==> config.mk <==
export PLATFORM = sky130hd
export DESIGN_NAME = flash_cmd_decoder
export DESIGN_NICKNAME = d
export VERILOG_FILES = /design/src/rtl/flash_cmd_pkg.sv /design/src/rtl/flash_cmd_seq.sv /design/src/rtl/flash_op_timer.sv /design/src/rtl/flash_id_rom.sv /design/src/rtl/flash_cmd_decoder.sv
export SDC_FILE = /design/constraint.sdc
export NUM_CORES = 1
export LEC_CHECK = 0
export BUFFER_PORTS_ARGS = -buffer_cell sky130_fd_sc_hd__buf_4
export CAP_MARGIN = 5
export CORE_UTILIZATION = 45
export DETAILED_ROUTE_END_ITERATION = 6
export PLACE_DENSITY_LB_ADDON = 0.12
export SLEW_MARGIN = 15
export SYNTH_ARGS = -nofsm -noshare
export SYNTH_HDL_FRONTEND = slang
export SYNTH_SLANG_ARGS = --single-unit
==> constraint.sdc <==
create_clock -name clk -period 2.35 [get_ports clk]
set_clock_uncertainty 0.2 [all_clocks]
set_input_delay 0 -clock clk [delete_from_list [all_inputs] [get_ports clk]]
set_output_delay 0 -clock clk [all_outputs]
set_load 0.02 [all_outputs]
==> src/rtl/flash_cmd_pkg.sv <==
package flash_cmd_pkg;

    localparam int CMD_W = 15;

    typedef enum logic [1:0] {
        OPK_PROG = 2'd0,
        OPK_SECT = 2'd1,
        OPK_CHIP = 2'd2
    } op_kind_e;

    typedef enum logic [2:0] {
        ST_IDLE,
        ST_UNL1,
        ST_UNL2,
        ST_PROG,
        ST_ERS1,
        ST_ERS2,
        ST_ERS3
    } seq_state_e;

    localparam logic [CMD_W-1:0] CMD_ADDR_A = 15'h5555;
    localparam logic [CMD_W-1:0] CMD_ADDR_B = 15'h2AAA;

    localparam logic [7:0] CODE_KEY1    = 8'hAA;
    localparam logic [7:0] CODE_KEY2    = 8'h55;
    localparam logic [7:0] CODE_PROG    = 8'hA0;
    localparam logic [7:0] CODE_ERASE   = 8'h80;
    localparam logic [7:0] CODE_SECT    = 8'h30;
    localparam logic [7:0] CODE_CHIP    = 8'h10;
    localparam logic [7:0] CODE_ID_IN   = 8'h90;
    localparam logic [7:0] CODE_ID_OUT  = 8'hF0;
    localparam logic [7:0] ERASED_BYTE  = 8'hFF;

    // Start request handed from the tracker to the operation timer.
    typedef struct packed {
        logic     valid;
        op_kind_e kind;
        logic [7:0] data;
    } op_req_t;

    function automatic logic bus_hit(
        input logic [CMD_W-1:0] a,
        input logic [7:0]       d,
        input logic [CMD_W-1:0] ea,
        input logic [7:0]       ed
    );
        return (a == ea) && (d == ed);
    endfunction

    function automatic int op_cycles(
        input op_kind_e k,
        input int       prog_c,
        input int       sect_c,
        input int       chip_c
    );
        case (k)
            OPK_PROG: return prog_c;
            OPK_SECT: return sect_c;
            default:  return chip_c;
        endcase
    endfunction

endpackage

==> src/rtl/flash_cmd_seq.sv <==
module flash_cmd_seq
    import flash_cmd_pkg::*;
#(
    parameter int ADDR_W = 16,
    parameter int SECT_W = 12
) (
    input  logic              clk,
    input  logic              rst,
    input  logic              wr_valid,
    input  logic [ADDR_W-1:0] wr_addr,
    input  logic [7:0]        wr_data,
    input  logic              busy,
    output op_req_t           req,
    output logic              op_start,
    output op_kind_e          op_kind,
    output logic [ADDR_W-1:0] op_addr,
    output logic [7:0]        op_data,
    output logic              id_mode
);

    localparam logic [ADDR_W-1:0] OFFS_MASK = (ADDR_W)'((1 << SECT_W) - 1);

    seq_state_e        state_q, state_d;
    logic              id_d;
    logic              take;
    logic [CMD_W-1:0]  a15;
    logic [ADDR_W-1:0] req_addr;

    assign take = wr_valid && !busy;
    assign a15  = wr_addr[CMD_W-1:0];

    always_comb begin
        state_d   = state_q;
        id_d      = id_mode;
        req       = '0;
        req.kind  = OPK_PROG;
        req.data  = wr_data;
        req_addr  = wr_addr;
        if (take) begin
            // Default outcome of any step: abort to read mode.
            state_d = ST_IDLE;
            id_d    = 1'b0;
            case (state_q)
                ST_IDLE: begin
                    if (bus_hit(a15, wr_data, CMD_ADDR_A, CODE_KEY1)) begin
                        state_d = ST_UNL1;
                        id_d    = id_mode;
                    end
                end
                ST_UNL1: begin
                    if (bus_hit(a15, wr_data, CMD_ADDR_B, CODE_KEY2)) begin
                        state_d = ST_UNL2;
                        id_d    = id_mode;
                    end
                end
                ST_UNL2: begin
                    if (a15 == CMD_ADDR_A) begin
                        case (wr_data)
                            CODE_PROG:  begin state_d = ST_PROG; id_d = id_mode; end
                            CODE_ERASE: begin state_d = ST_ERS1; id_d = id_mode; end
                            CODE_ID_IN: id_d = 1'b1;
                            default:    id_d = 1'b0;
                        endcase
                    end
                end
                ST_PROG: begin
                    req.valid = 1'b1;
                    req.kind  = OPK_PROG;
                end
                ST_ERS1: begin
                    if (bus_hit(a15, wr_data, CMD_ADDR_A, CODE_KEY1)) begin
                        state_d = ST_ERS2;
                        id_d    = id_mode;
                    end
                end
                ST_ERS2: begin
                    if (bus_hit(a15, wr_data, CMD_ADDR_B, CODE_KEY2)) begin
                        state_d = ST_ERS3;
                        id_d    = id_mode;
                    end
                end
                ST_ERS3: begin
                    if (wr_data == CODE_SECT) begin
                        req.valid = 1'b1;
                        req.kind  = OPK_SECT;
                        req.data  = ERASED_BYTE;
                        req_addr  = wr_addr & ~OFFS_MASK;
                    end else if (bus_hit(a15, wr_data, CMD_ADDR_A, CODE_CHIP)) begin
                        req.valid = 1'b1;
                        req.kind  = OPK_CHIP;
                        req.data  = ERASED_BYTE;
                        req_addr  = '0;
                    end
                end
                default: ;
            endcase
        end
    end

    always_ff @(posedge clk) begin
        if (rst) begin
            state_q  <= ST_IDLE;
            id_mode  <= 1'b0;
            op_start <= 1'b0;
            op_kind  <= OPK_PROG;
            op_addr  <= '0;
            op_data  <= '0;
        end else begin
            state_q  <= state_d;
            id_mode  <= id_d;
            op_start <= req.valid;
            if (req.valid) begin
                op_kind <= req.kind;
                op_addr <= req_addr;
                op_data <= req.data;
            end
        end
    end

endmodule

==> src/rtl/flash_op_timer.sv <==
module flash_op_timer
    import flash_cmd_pkg::*;
#(
    parameter int PROG_CYC = 8,
    parameter int SECT_CYC = 20,
    parameter int CHIP_CYC = 40
) (
    input  logic     clk,
    input  logic     rst,
    input  op_req_t  req,
    output logic     busy
);

    localparam int MAX_CYC = (PROG_CYC > SECT_CYC) ?
                             ((PROG_CYC > CHIP_CYC) ? PROG_CYC : CHIP_CYC) :
                             ((SECT_CYC > CHIP_CYC) ? SECT_CYC : CHIP_CYC);
    localparam int CNT_W   = $clog2(MAX_CYC + 1);

    logic [CNT_W-1:0] left_q;

    always_ff @(posedge clk) begin
        if (rst) begin
            busy   <= 1'b0;
            left_q <= '0;
        end else if (req.valid) begin
            busy   <= 1'b1;
            left_q <= CNT_W'(op_cycles(req.kind, PROG_CYC, SECT_CYC, CHIP_CYC) - 1);
        end else if (busy) begin
            if (left_q == '0) begin
                busy <= 1'b0;
            end else begin
                left_q <= left_q - 1'b1;
            end
        end
    end

endmodule

==> src/rtl/flash_id_rom.sv <==
module flash_id_rom #(
    parameter int         ADDR_W = 16,
    parameter logic [7:0] MFR_ID = 8'hBF,
    parameter logic [7:0] DEV_ID = 8'hB4
) (
    input  logic              id_mode,
    input  logic [ADDR_W-1:0] rd_addr,
    output logic [7:0]        id_data
);

    localparam int NUM_IDS = 2;

    logic [7:0] id_table [NUM_IDS];

    generate
        for (genvar i = 0; i < NUM_IDS; i++) begin : g_id
            assign id_table[i] = (i == 0) ? MFR_ID : DEV_ID;
        end
    endgenerate

    always_comb begin
        id_data = 8'h00;
        if (id_mode && (rd_addr[ADDR_W-1:1] == '0)) begin
            id_data = id_table[rd_addr[0]];
        end
    end

endmodule

==> src/rtl/flash_cmd_decoder.sv <==
module flash_cmd_decoder
    import flash_cmd_pkg::*;
#(
    parameter int         ADDR_W   = 16,
    parameter int         SECT_W   = 12,
    parameter int         PROG_CYC = 8,
    parameter int         SECT_CYC = 20,
    parameter int         CHIP_CYC = 40,
    parameter logic [7:0] MFR_ID   = 8'hBF,
    parameter logic [7:0] DEV_ID   = 8'hB4
) (
    input  logic              clk,
    input  logic              rst,
    input  logic              wr_valid,
    input  logic [ADDR_W-1:0] wr_addr,
    input  logic [7:0]        wr_data,
    input  logic [ADDR_W-1:0] rd_addr,
    output logic              op_start,
    output logic [1:0]        op_kind,
    output logic [ADDR_W-1:0] op_addr,
    output logic [7:0]        op_data,
    output logic              busy,
    output logic              id_mode,
    output logic [7:0]        id_data
);

    op_req_t  req;
    op_kind_e kind_q;

    flash_cmd_seq #(
        .ADDR_W (ADDR_W),
        .SECT_W (SECT_W)
    ) u_seq (
        .clk      (clk),
        .rst      (rst),
        .wr_valid (wr_valid),
        .wr_addr  (wr_addr),
        .wr_data  (wr_data),
        .busy     (busy),
        .req      (req),
        .op_start (op_start),
        .op_kind  (kind_q),
        .op_addr  (op_addr),
        .op_data  (op_data),
        .id_mode  (id_mode)
    );

    flash_op_timer #(
        .PROG_CYC (PROG_CYC),
        .SECT_CYC (SECT_CYC),
        .CHIP_CYC (CHIP_CYC)
    ) u_timer (
        .clk  (clk),
        .rst  (rst),
        .req  (req),
        .busy (busy)
    );

    flash_id_rom #(
        .ADDR_W (ADDR_W),
        .MFR_ID (MFR_ID),
        .DEV_ID (DEV_ID)
    ) u_idrom (
        .id_mode (id_mode),
        .rd_addr (rd_addr),
        .id_data (id_data)
    );

    assign op_kind = kind_q;

endmodule

; ---- After elaboration in Yosys (flattened, before gate mapping)
; Cells that the tools add are included.
; W data, S select, Z words.
[totals]
in_bits = 43
elab_cells = 82
out_inout_bits = 37
register_bits = 38
[op_classes]
n_mux = 34
magnitude_cmp = 1
n_addsub = 2
bitwise_logic = 1
reduce_logical = 16
eq_ne = 20
[ops]
columns = op, count
row1 = $mux W16, 4
row2 = $mux W11, 3
row3 = $eq A8 B8 Y1 const B, 4
row4 = $mux W8, 4
row5 = $mux W6, 5
row6 = $eq A15 B14 Y1 const B, 1
row7 = $eq A15 B15 Y1 const B, 1
row8 = $logic_not A15 Y1, 1
row9 = $pmux W3 S5, 1
row10 = $pmux W3 S2, 2
row11 = $pmux W6 S2, 1
row12 = $eq A3 B3 Y1 const B, 3
row13 = $mux W3, 3
row14 = $eq A8 B5 Y1 const B, 1
row15 = $eq A8 B6 Y1 const B, 1
row16 = $eq A8 B7 Y1 const B, 1
row17 = $mux W1, 7
row18 = $eq A3 B2 Y1 const B, 2
row19 = $logic_not A6 Y1, 1
row20 = $ne A2 B2 Y1 const B, 3
row21 = $reduce_or A2 Y1, 3
row22 = $sub A6 B1 Y6 const B, 1
row23 = $sub A6 B2 Y6 const B, 1
row24 = $logic_and A1 B1 Y1, 5
row25 = other kinds (15), 15

; ---- Logic depth before layout (Yosys ltp)
; Gate-level depths: netlist of the first run.
[depth]
depth_word = 12
mapped_depth = 7
mapped_depth_nobuf = 7

; ---- By module
; A second synthesis of the first run with hierarchy kept.
[unflattened]
hier_cells = 233
hier_area_um2 = 1935.6
[modules_own_cells]
columns = mod, seq_area_each_um2, instances, cells_per_inst, area_per_inst_um2
row1 = flash_cmd_seq, 620.6, 1, 180, 1457.6
row2 = flash_op_timer, 140.1, 1, 40, 379.1
row3 = flash_id_rom, 0.0, 1, 13, 98.8

; ---- Worst setup path after synthesis of the first run
; OpenSTA, ideal clock, no wires.
[synth_path]
kind = register -> register
from = register u_seq.state_q[1]
to = register u_seq.id_mode
path_slack_ns = 0.185
arrival_time_ns = 1.843
n_path_buf = 0
stages_incl_launch_ff = 6
path_cell_list = dfxtp_1 -> or4b_1 -> or4_1 -> o21ai_2 -> a221oi_2 -> mux2_4
[synth_between]
elab_chain_len = 4
[synth_lines]
columns = element, line_no
row1 = from (decl), flash_cmd_seq.sv:23  ; seq_state_e state_q, state_d;
row2 = from (signal assigned), flash_cmd_seq.sv:109  ; state_q <= state_d;
row3 = $eq A3 B1 Y1 (tied with other cells), flash_cmd_seq.sv:43  ; case (state_q)
row4 = $reduce_or A2 Y1 (no source line), -
row5 = $ne A2 B2 Y1 (no source line), -
row6 = $reduce_and A4 Y1 (no source line), -
row7 = to (signal assigned), flash_cmd_seq.sv:110  ; id_mode <= id_d;
row8 = to (decl), flash_cmd_seq.sv:18  ; output logic id_mode
; Several ways; a longest one is shown, not always the timed one.
; A chain may end at the register's enable or synchronous reset.

; ---- Worst setup path after layout of the first run
[layout_path]
from = input port wr_data[0]
to = register u_seq.id_mode
[layout_between]
elab_chain_len = 5
[layout_lines]
columns = element, line_no
row1 = from (decl), flash_cmd_decoder.sv:16  ; input logic [7:0] wr_data,
row2 = $eq A8 B8 Y1, flash_cmd_seq.sv:58  ; case (wr_data)
row3 = $reduce_or A2 Y1 (no source line), -
row4 = $pmux W1 S2, flash_cmd_seq.sv:58
row5 = $mux W1, flash_cmd_seq.sv:57  ; if (a15 == CMD_ADDR_A) begin
row6 = $pmux W1 S3, flash_cmd_seq.sv:43
; Several ways; a longest one is shown, not always the timed one.

==> results.txt, run 1 <==
Max FO, Critical Path - 4
I/O Pins - 80
Floorplan Core Area - 3740 µm²
DP Wirelength - 3720 µm
Req. time, crit path - 2320 ps
Avg WL per Cell - 15.7 µm
ANT cells - 0
synth warn - 0
sequential element share of the synthesized area - 42.3%
overflow left after global routing - 0
Routed Antenna Nets - 0
total track usage - 26.4%
Syn-to-layout area delta - 56.1%
Synth Cell Area - 1800 µm²
H-Tree Level Count - 2
Top FF cell, synth - dfxtp_1
CTS Buf Count - 5
Leakage - 0.00123 µW
CP Launch Type - input pin
Yosys top cell area share - 42.3%
Worst Path Buf+Inv - 2
Finished Layout Cells - 340
Bufs on Longest Clock Path - 2
worst path cell trace - dlygate4sd3_1, buf_4, or3_4, or4b_4, nor3_2, a221oi_2, mux2_4
Async S/R FF share, synth - 0%
# setup viols final - 0
gpl congestion - 0.948
Period minus WS final - 2280 ps
Gate Count Post-Synth - 184
Synth area leader - dfxtp_1
Chip Height - 65.2 µm
pins over their slew limit - 0
family with the most delay on the worst path - simple AND/OR/NAND/NOR gates
root buffer cell - clkbuf_8
layout cells sized above 1 - 38.4%
Synthesized Nets - 229
Initial Util - 48.1%
status - finished clean
Fmax - 438 MHz
maxcap violations - 0
CTS tree - built
Final period util - 97.2%
arrival time worst endpoint - 2260 ps
crit path kind - input pin to register
die area - 4250 µm²
Port Buffers - 78
Max stage delay on crit path - 550 ps
Total Negative Setup Slacks - 0 ps
DR vias/cell - 5.43
Synth cell types - 49
HP Class - input pin to register
Pre-antenna DRT Iters - 4
Via Count - 1846
synthesized area per cell - 9.78 µm²
DRC viols - 0
RSZ-0062 raised after global routing - no
vias in the first global route - 1742
Post-synth top cells - 38 x dfxtp_1, 15 x a22o_1, 9 x a21oi_1, 9 x nor2_1
slowest cell on the critical path - dlygate4sd3_1
Max VDD drop - 316 µV
final wirelength - 5330 µm
Layout Utilization - 75.0%
Die X - 65.2 µm
largest net degree at the start of global routing - 18
register bit total from synthesis - 38
CP Capture Type - register
number of synthesized flops with an enable pin - 0
number of cell rows - 22
dpl cells - 306
Synth area leaders - dfxtp_1 42%, a22o_1 7.3%, o221a_2 4.4%, nor4bb_1 2.8%, a21oi_1 2.5%
most common cell in the synthesized netlist - dfxtp_1
fin nets - 337
Sink Count - 38
first-pass GRT wire length - 8470 µm
detailed router's first-iteration violation count - 83
initial antenna violation count - 0
Fillers - 271
Clk Latency, worst-skew pair - 280 ps
Clk pin slew, worst setup/hold paths - 70 ps
PwrDens - 434 nW/µm²
final number of hold-violating endpoints - 0
## worst reg2reg max path, stage by stage (launching register included)
cell      delay (ps)
dfxtp_1          310
or3_4            390
or4b_4           540
nor3_2           230
a221oi_2         110
mux2_4           300
## layout make-up
cell class | instances | area (µm²) | share of cell area (%)
tap | 48 | 60.1 | 2.14
timing repair buffer | 114 | 933 | 33.2
inverter | 8 | 30.0 | 1.07
clock buffer | 7 | 76.3 | 2.72
multi-input combinational | 125 | 948 | 33.8
sequential | 38 | 761 | 27.1
## timing repair
action                                  4_1_cts  5_1_grt
endpoints found under the setup margin        0       15
gates resized for setup                       0        2
hold buffers                                 26        0
hold endpoints to repair                     37        0
setup buffers                                 0        1
## logic make-up after synthesis
group                      synth area share, %
AOI/OAI and AO/OA                         21.8
xor gates and xnor gates                  1.95
adders and majority gates                 1.39
buffers and inverters                     5.77
DFF                                       42.3
muxes                                    0.834
other                                    0.208
and+or+nand+nor                           25.8
## state kept, by name, summed over array words and instances, names as in the netlist
signal          flops
u_seq.op_addr      16
u_seq.op_data       8
u_timer.left_q      6
u_seq.state_q       3
u_seq.op_kind       2
u_seq.id_mode       1
u_seq.op_start      1
u_timer.busy        1
## final timing paths
path                                 startpoint                             to  slack, ps  depth (start not counted)
setup / recovery                     wr_data[0]     u_seq.id_mode$_SDFFE_PP0P_         70                          7
setup reg to reg  u_seq.state_q[0]$_SDFFE_PP0P_     u_seq.id_mode$_SDFFE_PP0P_        160                          5
hold / removal                         wr_valid  u_seq.state_q[0]$_SDFFE_PP0P_         40                          4
hold reg to reg   u_seq.op_kind[0]$_SDFFE_PP0P_  u_seq.op_kind[0]$_SDFFE_PP0P_        270                          2
## layout by cell type, fill, tap and decap left out, types with 3 or more instances in the layout
cell / count
nand2_1: 6
o221a_2: 7
nand4_1: 3
nor3_1: 8
xnor2_1: 4
nor4b_1: 3
buf_4: 87
clkbuf_8: 5
nor2b_1: 4
nor4_1: 5
nand3_1: 4
dfxtp_1: 38
inv_1: 8
nor2_1: 9
dlygate4sd3_1: 26
o22ai_1: 3
a21oi_1: 9
a22o_1: 15
nand2b_1: 3
nor4bb_1: 4
## stage by stage
stage                     area, µm²  setup slack, ps  total power (µW)  hold WS [ps]
final                          2810             66.8              1220          37.3
after global placement         2450              198               779          11.9
after floorplan                1800              185               699          -108
after detailed placement       2450              171               779          22.0
after CTS                      2790             75.4              1220          34.7
after global routing           2810             7.12              1260          42.0
## per-layer routing
metal	vias up	global-route usage [%]	share of wire (%)
li1	916	-	-
met1	865	32.8	44
met2	58	44.2	50
met3	7	5.38	4.4
met4	0	11.1	1.4
met5	-	0	0
## power breakdown
part | total [µW] | internal (µW) | switching [µW] | leakage [µW]
Sequential | 645 | 644 | 0.356 | 0.000306
Combinational | 158 | 91.2 | 67.0 | 0.000886
Clock | 415 | 204 | 211 | 0.0000383
Total | 1220 | 940 | 278 | 0.00123
No activity file was read; power rests on OpenSTA's default activity.
==> run 2: changes to the inputs <==
--- a/config.mk
+++ b/config.mk
@@ -9,6 +9,7 @@
 export CAP_MARGIN = 5
 export CORE_UTILIZATION = 45
 export DETAILED_ROUTE_END_ITERATION = 6
+export MAX_ROUTING_LAYER = met4
 export PLACE_DENSITY_LB_ADDON = 0.12
 export SLEW_MARGIN = 15
 export SYNTH_ARGS = -nofsm -noshare
==> constraint.sdc (replaced) <==
create_clock -name clk -period 2.4 [get_ports clk]
set_clock_uncertainty 0.2 [all_clocks]
set_input_delay 0 -clock clk [delete_from_list [all_inputs] [get_ports clk]]
set_output_delay 0 -clock clk [all_outputs]
set_load 0.02 [all_outputs]
==> run 2 against run 1 <==
Net effect:
- utilization shrank 0.84 points
- final area fell by 1.1%
- wire length up 2.2%
- sequential power fell by 2%
- largest cell class unchanged
- clock-buffer cell count unchanged
- register-to-register slack about the same
==> results.txt, run 2 (same netlist as run 1, synthesis figures left out) <==
CTS Buf Count - 5
largest register by flop count - u_seq.op_addr
Avg WL per Cell - 16.1 µm
CP Capture Type - register
HP Class - input pin to register
family with the most delay on the worst path - simple AND/OR/NAND/NOR gates
status - finished clean
H-Tree Level Count - 2
arrival time worst endpoint - 2290 ps
Sink Count - 38
overflow left after global routing - 0
Pre-antenna DRT Iters - 4
vias in the first global route - 1861
Clk pin slew, worst setup/hold paths - 70 ps
Syn-to-layout area delta - 54.4%
Leakage - 0.00122 µW
detailed router's first-iteration violation count - 96
Die X - 65.2 µm
Max VDD drop - 352 µV
final hold slack - 62.9 ps
RSZ-0062 raised after global routing - no
Bufs on Longest Clock Path - 2
Fillers - 288
max reg flops - 16
Req. time, crit path - 2390 ps
Fmax - 434 MHz
die area - 4250 µm²
initial antenna violation count - 0
I/O Pins - 80
relative slew slack - 65.0%
Max stage delay on crit path - 540 ps
CTS tree - built
Period minus WS final - 2300 ps
fin nets - 335
gpl congestion - 0.904
r2r endpoint - u_seq.id_mode$_SDFFE_PP0P_
Worst Tran Pin Value - 524 ps
Port Buffers - 78
register area - 761 µm²
R2R Setup Slk - 150 ps
Via Count - 1899
PwrDens - 430 nW/µm²
Floorplan Core Area - 3740 µm²
total track usage - 28.2%
DR vias/cell - 5.62
Worst R2R Start - u_seq.state_q[0]$_SDFFE_PP0P_
largest net degree at the start of global routing - 18
worst path cell trace - dlygate4sd3_1, buf_4, or3_4, or4b_4, nor3_2, a221oi_2, mux2_4
Setup Buffers After CTS - 0
layout cells sized above 1 - 37.9%
number of cell rows - 22
area taken by multi-input logic gates - 935 µm²
# setup viols final - 0
root buffer cell - clkbuf_8
Max FO, Critical Path - 4
Register-to-Register Path Depth - 5
ANT cells - 0
Total Negative Setup Slacks - 0 ps
DRC viols - 0
crit path kind - input pin to register
Final period util - 95.9%
final wirelength - 5440 µm
Worst Path Buf+Inv - 2
Clk Latency, worst-skew pair - 290 ps
Initial Util - 48.1%
largest registers - u_seq.op_addr x16, u_seq.op_data x8, u_timer.left_q x6
hold_sp - wr_valid
Worst Hold Endpoint - u_seq.state_q[0]$_SDFFE_PP0P_
CP Launch Type - input pin
maxcap violations - 0
Hold Crit Depth - 4
most common cell after layout, fill and taps aside - buf_4
Chip Height - 65.2 µm
most frequent cells in the layout - 86 x buf_4, 38 x dfxtp_1, 25 x dlygate4sd3_1
pins over their slew limit - 0
slowest cell on the critical path - dlygate4sd3_1
Routed Antenna Nets - 0
DP Wirelength - 3780 µm
first-pass GRT wire length - 8830 µm
Post-CTS Resized - 0
final number of hold-violating endpoints - 0
run 2: cell types whose count changed in the layout (fill, tap and decap cells not counted):
cell,before,now
a21boi_2,0,1
a21boi_4,1,0
buf_4,87,86
dlygate4sd3_1,26,25
nor4bb_1,4,5
nor4bb_2,1,0
run 2: where the power goes:
| group | internal, µW | switching (µW) |
|---|---|---|
| Sequential | 631 | 0.292 |
| Combinational | 88.0 | 64.8 |
| Clock | 200 | 211 |
| Total | 919 | 277 |
run 2: worst max-delay path by stage:
stage | startpoint | end | slack, ps | cells after the start
after detailed placement | u_seq.state_q[0]$_SDFFE_PP0P_ | u_seq.id_mode$_SDFFE_PP0P_ | 190 | 5
final | wr_data[0] | u_seq.id_mode$_SDFFE_PP0P_ | 100 | 7
after CTS | wr_data[0] | u_seq.id_mode$_SDFFE_PP0P_ | 120 | 7
after global placement | u_seq.state_q[1]$_SDFFE_PP0P_ | u_seq.id_mode$_SDFFE_PP0P_ | 240 | 5
after global routing | wr_data[1] | u_seq.op_addr[15]$_SDFFE_PP0P_ | 8 | 8
after floorplan | u_seq.state_q[1]$_SDFFE_PP0P_ | u_seq.id_mode$_SDFFE_PP0P_ | 240 | 5
run 2: worst min-delay path, stage by stage:
cell and delay, ps:
buf_4 110, nor2b_1 210, nand3_1 110, a21oi_1 80
run 2: final cells by class:
| cell class | count | share of cell area (%) |
|---|---|---|
| Inverter | 8 | 1.08 |
| Clock buffer | 7 | 2.75 |
| Sequential cell | 38 | 27.4 |
| Tap cell | 48 | 2.16 |
| Multi-Input combinational cell | 125 | 33.6 |
| Timing Repair Buffer | 112 | 33.0 |
run 2: timing repair:
action	CTS	global route
endpoints found under the hold margin	37	0
hold buffers	25	0
setup endpoints to repair	0	0
run 2: per-stage QoR:
stage | area [µm²] | instances | util (%) | setup WS [ps] | total power (µW)
global route | 2780 | 338 | 74.2 | 8.13 | 1240
finish | 2780 | 338 | 74.2 | 98.2 | 1200
CTS | 2780 | 338 | 74.2 | 123 | 1200
detailed placement | 2450 | 306 | 65.5 | 188 | 763
floorplan | 1800 | 184 | - | 235 | 685
global placement | 2450 | 306 | 65.5 | 241 | 763
run 2: layer usage:
metal	GRT usage [%]	wire length [µm]
met5	-	0
met4	13.0	121
met3	5.03	372
met2	46.5	2650
met1	33.2	2300
==> run 3: changes to the inputs <==
==> constraint.sdc (replaced) <==
create_clock -name clk -period 2.36 [get_ports clk]
set_clock_uncertainty 0.2 [all_clocks]
set_input_delay 0 -clock clk [delete_from_list [all_inputs] [get_ports clk]]
set_output_delay 0 -clock clk [all_outputs]
set_load 0.02 [all_outputs]
==> run 3 against run 2 <==
Net effect:
- worst setup slack got worse by 22 ps
- wire length decreased by 0.13%
- worst hold slack got worse by 0.98 ps
- flip-flop and latch count unchanged
- sequential power increased by 2%
- first-iteration DRC count increased by 42%
- utilization increased by 1.0 points
- die area unchanged
- final cell count increased by 0.59%
- clock-buffer cell count unchanged
- global-route usage decreased by 0.26 points
- register-to-register slack about the same
- critical path type unchanged
- critical endpoint unchanged
- largest cell class unchanged
==> results.txt, run 3 (same netlist as run 1, synthesis figures left out) <==
CTS Buf Count - 5
Port Buffers - 78
Clk pin slew, worst setup/hold paths - 70 ps
Syn-to-layout area delta - 56.5%
most frequent cells in the layout - 87 x buf_4, 38 x dfxtp_1, 25 x dlygate4sd3_1
total track usage - 27.9%
Leakage - 0.00126 µW
Via Count - 1876
placed cell area - 2460 µm²
RSZ-0062 raised after global routing - no
root buffer cell - clkbuf_8
first-pass GRT wire length - 8830 µm
Max FO, Critical Path - 4
Avg WL per Cell - 16.0 µm
number of cell rows - 22
PwrDens - 431 nW/µm²
Die X - 65.2 µm
largest register by flop count - u_seq.op_addr
HP Class - input pin to register
crit path kind - input pin to register
Pre-antenna DRT Iters - 4
vias in the first global route - 1834
largest net degree at the start of global routing - 18
DP Wirelength - 3780 µm
DRC viols - 0
Finished Layout Cells - 340
final number of hold-violating endpoints - 0
Max VDD drop - 313 µV
# setup viols final - 0
layout cells sized above 1 - 38.1%
Chip Height - 65.2 µm
Sink Count - 38
Initial Util - 48.1%
overflow left after global routing - 0
detailed router's first-iteration violation count - 136
Fmax - 438 MHz
I/O Pins - 80
CTS tree - built
pins over their slew limit - 0
Floorplan Core Area - 3740 µm²
maxcap violations - 0
DR vias/cell - 5.52
largest registers - u_seq.op_addr x16, u_seq.op_data x8, u_timer.left_q x6
Routed Antenna Nets - 0
gpl congestion - 0.971
Total Negative Setup Slacks - 0 ps
arrival time worst endpoint - 2260 ps
Req. time, crit path - 2330 ps
initial antenna violation count - 0
post-route cell area - 2820 µm²
die area - 4250 µm²
worst slack at placement - 150 ps
Final period util - 96.8%
max reg flops - 16
final wirelength - 5440 µm
setup ws final - 76.0 ps
Bufs on Longest Clock Path - 2
status - finished clean
dpl cells - 307
Clk Latency, worst-skew pair - 280 ps
fin nets - 336
CP Capture Type - register
Period minus WS final - 2280 ps
most common cell after layout, fill and taps aside - buf_4
H-Tree Level Count - 2
CP Launch Type - input pin
## run 3: critical path, cell delays in order
cell           delay, ps
dlygate4sd3_1        540
buf_4                150
or3_4                380
or4b_4               570
nor3_4               190
a221oi_2             110
mux2_4               310
## run 3: per-stage QoR
stage | utilization [%] | total power (µW) | hold slack (ps)
5_1_grt | 75.2 | 1260 | 66.3
3_3_place_gp | 65.7 | 777 | 11.0
6_report | 75.2 | 1210 | 61.9
2_1_floorplan | - | 696 | -108
4_1_cts | 74.4 | 1210 | 48.6
3_5_place_dp | 65.7 | 777 | 13.9
## run 3: final timing paths
check | startpoint | end | slack (ps) | cells past startpoint
worst max-delay path | wr_data[0] | u_seq.id_mode$_SDFFE_PP0P_ | 80 | 7
worst min-delay path | wr_valid | u_seq.state_q[0]$_SDFFE_PP0P_ | 60 | 4
worst max register to register | u_seq.state_q[0]$_SDFFE_PP0P_ | u_seq.id_mode$_SDFFE_PP0P_ | 140 | 5
worst min register to register | u_seq.op_kind[0]$_SDFFE_PP0P_ | u_seq.op_kind[0]$_SDFFE_PP0P_ | 280 | 2
## run 3: layout make-up
cell class | instances | area (µm²)
Multi-Input combinational cell | 125 | 963
Fill cell | 285 | 927
Timing Repair Buffer | 113 | 923
Sequential cell | 38 | 761
Clock buffer | 7 | 76.3
Tap cell | 48 | 60.1
Inverter | 8 | 30.0
Antenna cell | 1 | 2.50
## run 3: power by group
| group | internal [µW] | leakage (µW) | switching (µW) |
|---|---|---|---|
| combinational | 90.5 | 0.000912 | 67.7 |
| sequential | 642 | 0.000306 | 0.368 |
| clock | 203 | 0.0000383 | 211 |
## run 3: layer usage
metal,routed length (µm),GRT usage [%],up-vias
li1,-,-,918
met1,2430,33.9,883
met2,2690,46.0,62
met3,222,4.69,13
met4,97,10.9,0
met5,0,-,-
## run 3: timing repair
item                                   CTS  global route
endpoints found under the hold margin   36             0
setup buffers                            0             0
setup endpoints to repair                0            15
resized for setup                        0             4
hold buffers                            25             0
